<file path="src/rtl/useq_pkg.sv">
package useq_pkg;

  typedef enum logic [1:0] {
    SQ_RUN  = 2'd0,
    SQ_REQ  = 2'd1,
    SQ_WAIT = 2'd2
  } sq_state_e;

  localparam logic [3:0] EXT_MARK = 4'hF;

  function automatic logic marks_extended(input logic [3:0] top_nibble);
    return top_nibble == EXT_MARK;
  endfunction

endpackage

</file>
<file path="src/rtl/useq_predecode.sv">
module useq_predecode
  import useq_pkg::*;
#(
  parameter int IW   = 32,
  parameter int UA_W = 12
) (
  input  logic [IW-1:0]   instr,
  output logic            is_ext,
  output logic [UA_W-1:0] entry
);

  localparam int OP_W     = 6;
  localparam int LEG_BASE = 'h040;
  localparam int LEG_SH   = 3;
  localparam int EXT_BASE = 'h800;
  localparam int EXT_SH   = 4;

  function automatic logic [UA_W-1:0] rom_legacy(input logic [OP_W-1:0] op);
    return UA_W'(LEG_BASE) + (UA_W'(op) << LEG_SH);
  endfunction

  function automatic logic [UA_W-1:0] rom_extended(input logic [OP_W-1:0] op);
    return UA_W'(EXT_BASE) + (UA_W'(op) << EXT_SH);
  endfunction

  logic [OP_W-1:0] leg_op;
  logic [OP_W-1:0] ext_op;
  logic            unused_bits;

  assign leg_op      = instr[15:10];
  assign ext_op      = instr[21:16];
  assign is_ext      = marks_extended(instr[15:12]);
  assign entry       = is_ext ? rom_extended(ext_op) : rom_legacy(leg_op);
  assign unused_bits = ^{instr[IW-1:22], instr[9:0]};

endmodule

</file>
<file path="src/rtl/useq_stack.sv">
module useq_stack #(
  parameter int DEPTH = 8,
  parameter int W     = 12
) (
  input  logic         clk,
  input  logic         rst_n,
  input  logic         push,
  input  logic         pop,
  input  logic [W-1:0] din,
  output logic [W-1:0] top,
  output logic         empty,
  output logic         full
);

  localparam int CNT_W = $clog2(DEPTH + 1);
  localparam int IDX_W = (DEPTH > 1) ? $clog2(DEPTH) : 1;

  logic [W-1:0]     mem [DEPTH];
  logic [CNT_W-1:0] count;
  logic [IDX_W-1:0] wr_idx;
  logic [IDX_W-1:0] rd_idx;

  assign empty  = (count == '0);
  assign full   = (count == CNT_W'(DEPTH));
  assign wr_idx = IDX_W'(count);
  assign rd_idx = empty ? '0 : IDX_W'(count - 1'b1);
  assign top    = mem[rd_idx];

  always_ff @(posedge clk or negedge rst_n) begin
    if (!rst_n) begin
      count <= '0;
    end else if (push && !full) begin
      count <= count + 1'b1;
    end else if (pop && !empty) begin
      count <= count - 1'b1;
    end
  end

  always_ff @(posedge clk) begin
    if (push && !full) begin
      mem[wr_idx] <= din;
    end
  end

endmodule

</file>
<file path="src/rtl/useq_top.sv">
module useq_top
  import useq_pkg::*;
#(
  parameter int UA_W  = 12,
  parameter int DEPTH = 8,
  parameter int IW    = 32
) (
  input  logic            clk,
  input  logic            rst_n,
  input  logic            instr_valid,
  input  logic [IW-1:0]   instr_word,
  output logic            fetch_next,
  input  logic [UA_W-1:0] ui_next,
  input  logic            ui_call,
  input  logic            ui_pop,
  output logic [UA_W-1:0] uaddr,
  output logic            ovf_flag
);

  function automatic logic [UA_W-1:0] link_addr(input logic [UA_W-1:0] a);
    return a + 1'b1;
  endfunction

  sq_state_e       state, state_d;
  logic [UA_W-1:0] uaddr_q, uaddr_d;
  logic            ovf_q;

  // named internal events, also observed by the bound checker
  logic            run;
  logic            ev_call, ev_push, ev_ovf, ev_ret, ev_end, ev_disp, ev_plain;
  logic            stk_empty, stk_full;
  logic [UA_W-1:0] stk_top;
  logic [UA_W-1:0] rom_entry;
  logic            rom_ext;

  assign run      = (state == SQ_RUN);
  assign ev_call  = run && ui_call;
  assign ev_push  = ev_call && !stk_full;
  assign ev_ovf   = ev_call && stk_full;
  assign ev_ret   = run && !ui_call && ui_pop && !stk_empty;
  assign ev_end   = run && !ui_call && ui_pop && stk_empty;
  assign ev_plain = run && !ui_call && !ui_pop;
  assign ev_disp  = !run && instr_valid;

  useq_predecode #(.IW(IW), .UA_W(UA_W)) u_pdec (
    .instr  (instr_word),
    .is_ext (rom_ext),
    .entry  (rom_entry)
  );

  useq_stack #(.DEPTH(DEPTH), .W(UA_W)) u_stk (
    .clk   (clk),
    .rst_n (rst_n),
    .push  (ev_push),
    .pop   (ev_ret),
    .din   (link_addr(uaddr_q)),
    .top   (stk_top),
    .empty (stk_empty),
    .full  (stk_full)
  );

  always_comb begin
    state_d = state;
    unique case (state)
      SQ_RUN:  if (ev_end) state_d = SQ_REQ;
      SQ_REQ:  state_d = instr_valid ? SQ_RUN : SQ_WAIT;
      SQ_WAIT: if (instr_valid) state_d = SQ_RUN;
      default: state_d = SQ_REQ;
    endcase
  end

  always_comb begin
    uaddr_d = uaddr_q;
    if (ev_call || ev_plain) begin
      uaddr_d = ui_next;
    end else if (ev_ret) begin
      uaddr_d = stk_top;
    end else if (ev_disp) begin
      uaddr_d = rom_entry;
    end
  end

  always_ff @(posedge clk or negedge rst_n) begin
    if (!rst_n) begin
      state   <= SQ_REQ;
      uaddr_q <= '0;
      ovf_q   <= 1'b0;
    end else begin
      state   <= state_d;
      uaddr_q <= uaddr_d;
      if (ev_ovf) ovf_q <= 1'b1;
    end
  end

  assign uaddr      = uaddr_q;
  assign ovf_flag   = ovf_q;
  assign fetch_next = (state == SQ_REQ);

endmodule

</file>
<file path="config.mk">
export PLATFORM = sky130hd
export DESIGN_NAME = useq_top
export DESIGN_NICKNAME = d
export VERILOG_FILES = /design/src/rtl/useq_pkg.sv /design/src/rtl/useq_predecode.sv /design/src/rtl/useq_stack.sv /design/src/rtl/useq_top.sv
export SDC_FILE = /design/constraint.sdc
export NUM_CORES = 1
export LEC_CHECK = 0
export ABC_CLOCK_PERIOD_IN_PS = 3500
export BUFFER_PORTS_ARGS = -buffer_cell sky130_fd_sc_hd__clkbuf_2
export CAP_MARGIN = 20
export CORE_MARGIN = 2
export CORE_UTILIZATION = 58
export DETAILED_ROUTE_END_ITERATION = 10
export PLACE_DENSITY = 0.9
export SYNTH_ARGS = -nofsm -noshare
export SYNTH_HDL_FRONTEND = slang
export SYNTH_SLANG_ARGS = --single-unit
</file>
<file path="constraint.sdc">
create_clock -name clk -period 3.5 [get_ports clk]
set_input_delay 0.35 -clock clk [delete_from_list [all_inputs] [get_ports clk]]
set_output_delay 0.35 -clock clk [all_outputs]
set_load 0.1 [all_outputs]
</file>
==> results.cfg <==
[finish]
fillCellCount = 525
syn_to_final_growth_pct = 18.5
layout-drive-gt1-share_pct = 24.7
antenna_cells = 0
nNetsFinal = 513
final_cell_area_um2 = 6170

[route]
drt-vias-per-instance = 6.83
highest_layer = met4
num_vias = 3941
drc = 0
drtPass1Iterations = 6
finalWirelength_um = 13600
wl_met1_um = 4780
wl_met2_um = 6600
wl_met3_um = 1600
wire_per_inst_um = 23.6
drtIter0Drc = 459
postRouteAntennaNets = 0

[power_and_ir_drop]
switching_share_pct = 43.6
power.internal_mw = 3.63
p_per_area_nw_per_um2 = 1040
cellLeakagePower_nw = 2.27
ir_drop_mv = 0.512
combPwrFrac_pct = 42.4
pwr-share-seq_pct = 33.1
total_power_mw = 6.44
pwr-share-clk_pct = 24.5
p_sw_mw = 2.81

[synthesis]
synthFlopType = edfxtp_1
synth_nets = 454
syn_avg_cell_area_um2 = 13.1
async_flop_share_pct = 16.5
synth_area_leaders = edfxtp_1 (55%), dfrtp_1 (8.6%), mux2i_1 (2.1%)
syn_inst = 397
ys_types = 56
synth.cell_area_um2 = 5210
yosysTopAreaCell = edfxtp_1
synth_edf_count = 96
synth-seq-cells = 115
yosys_warnings = 0
netlist.area_leader.share_pct = 55.3
ys_seq_area_share_pct = 64.5

[grt]
grt_pass1_vias = 3833
track_usage_pct = 28.8
antenna_found_initial = 0
grt_pass1_wl_um = 20900
overflow = 0
grt_max_degree = 49

[clock_network]
root_buffer = clkbuf_8
cts_setup_buffers = 0
clk_pin_slew_worst_paths_ns = 0.06
cts_sinks = 115
cts_tree = built
insertion_delay_ns = 0.53
hold_buffers = 1
cts_resized = 0
htreeDepth = 4
cts_buffers = 17
clockBufferDepth = 2

[setup_path]
cp-start-kind = flop
end_kind = flop
crit_type = flop to flop
arrival_ns = 3.28
cp_max_fo = 16
worstPathRequired_ns = 3.87

[sta]
worstMarginPinSlew_ns = 0.710
fin_setup_tns_ns = 0
slew_violations = 0
clock_skew_ns = 0.0106
slew_headroom_pct = 52.7
rsz0062_at_grt = no
fin_ws_ns = 0.586
hold_violations = 0
finalCritPeriodShare_pct = 83.3
hold_ws_ns = 0.0917
period_needed_ns = 2.91
timing.fmax_mhz = 343
finalSetupViolations = 0

[run]
cap_violations = 0

[placed_design]
hpwl_um = 8200
port_buffers = 42
dp_slack_ns = 0.786
globalplace.congestion = 0.881
dpl_cell_area_um2 = 5620

[floorplan]
dieHeight_um = 98.8
design.die.area_um2 = 9760
initial_utilization_pct = 59.7
rows = 34
ios = 63
core_um2 = 8720
die_width_um = 98.8

[min_path]
min_path_type = input port to flop

[outcome]
outcome = finished, final reports clean
==> registers in the layout, indices dropped and copies added, names as in the netlist <==
register     flops
uaddr           12
state            2
ovf_flag         1
u_stk.mem       96
u_stk.count      4
==> metal layers <==
| layer | track usage, % | vias to the layer above |
|---|---|---|
| met5 | 0 | - |
| met1 | 36.2 | 1905 |
| met3 | 8.30 | 59 |
| met2 | 46.2 | 315 |
| li1 | - | 1662 |
| met4 | 14.2 | 0 |
==> power groups by stage <==
| stage | registers [mW] | clock network (mW) | logic (mW) |
|---|---|---|---|
| finish | 2.13 | 1.58 | 2.73 |
| detailed placement | 2.14 | 0 | 2.63 |
| global route | 2.15 | 1.64 | 2.87 |
| floorplan | 2.58 | 0 | 1.46 |
| global placement | 2.13 | 0 | 2.54 |
| CTS | 2.12 | 1.58 | 2.69 |
==> worst max-delay path, stage by stage, from the launching register on <==
cell      delay [ns]
dfrtp_1         0.52
inv_1           0.14
ha_1            0.24
or3b_4          0.38
and3_1          0.66
nor3_2          0.21
a221oi_1        0.44
o41ai_1         0.18
==> final timing paths <==
| path | start | endpoint | slack (ns) | cells past startpoint |
|---|---|---|---|---|
| setup / recovery | u_stk.count[1] | uaddr[5] | 0.59 | 7 |
| min in group asynchronous | rst_n | uaddr[2] | 0.34 | 2 |
| max in group asynchronous | rst_n | u_stk.count[0] | 2.76 | 2 |
| hold / removal | ui_next[2] | uaddr[2] | 0.09 | 3 |
| hold reg to reg | ovf_flag | ovf_flag | 0.48 | 1 |
| setup reg to reg | u_stk.count[1] | uaddr[5] | 0.59 | 7 |
==> cells in the mapped netlist, types with 2 or more instances <==
library cell  instances
inv_1                10
a211oi_1              5
mux2_2                8
o2111ai_1             3
nand4_1               3
a32o_1                2
o2bb2ai_1             5
nor3_1                8
dfrtp_1              18
nand3_1              17
o21a_1                2
a21o_1                2
xor2_1                4
ha_1                  8
nand2_1              29
a21oi_1              18
a22oi_1               7
buf_2                 8
a221o_1               3
a31o_2                3
or4_1                 2
o211ai_1              8
a221oi_1              5
edfxtp_1             96
mux2i_1              11
o221ai_1              6
nor2_1               26
nand2b_1              4
a21boi_0              2
and3_1                3
clkbuf_1             10
o21ai_0              16
nor2b_1               7
a31oi_1               4
nor4_1                2
nor3b_1               2
mux4_2                3
xnor2_1               9
==> through the flow <==
stage	util (%)	std cells
2_1_floorplan	-	397
3_3_place_gp	64.4	544
3_5_place_dp	64.4	544
4_1_cts	70.8	577
5_1_grt	70.8	577
6_report	70.8	577
==> cell usage in the layout (no fill, tap or decap), drive strengths merged, types with 4 or more instances in the layout <==
cell      count
a211oi        5
a21oi        18
a221oi        5
a22oi         7
a31oi         4
buf          17
clkbuf       59
clkinv        6
clkinvlp      4
dfrtp        18
edfxtp       96
ha            8
inv          14
mux2          8
mux2i        11
nand2        29
nand2b        4
nand3        17
nor2         26
nor2b         7
nor3          9
o211ai        8
o21ai        17
o221ai        6
o2bb2ai       5
xnor2         9
xor2          4
==> final cells by class <==
cell class / count / area [um^2] / area share [%]
clock inverters: 15 / 131 / 2.13
clock buffers: 17 / 414 / 6.71
well taps: 108 / 135 / 2.19
repair buffers: 60 / 348 / 5.63
flip-flops and latches: 115 / 3360 / 54.4
multi-input cells: 252 / 1750 / 28.3
inverters: 10 / 37.5 / 0.608
==> kinds of logic (layout without fill, tap and decap cells) <==
kind of cell    Yosys count  in the layout  synth area share, %
fa+ha+maj                 8              8                 1.92
compound gates           99             99                 13.4
flops                   115            115                 64.5
buf+inv                  30            102                 2.50
simple gates            110            110                 10.4
xor+xnor                 13             13                 2.19
mux                      22             22                 5.14
(Power assumes the default switching activity.)
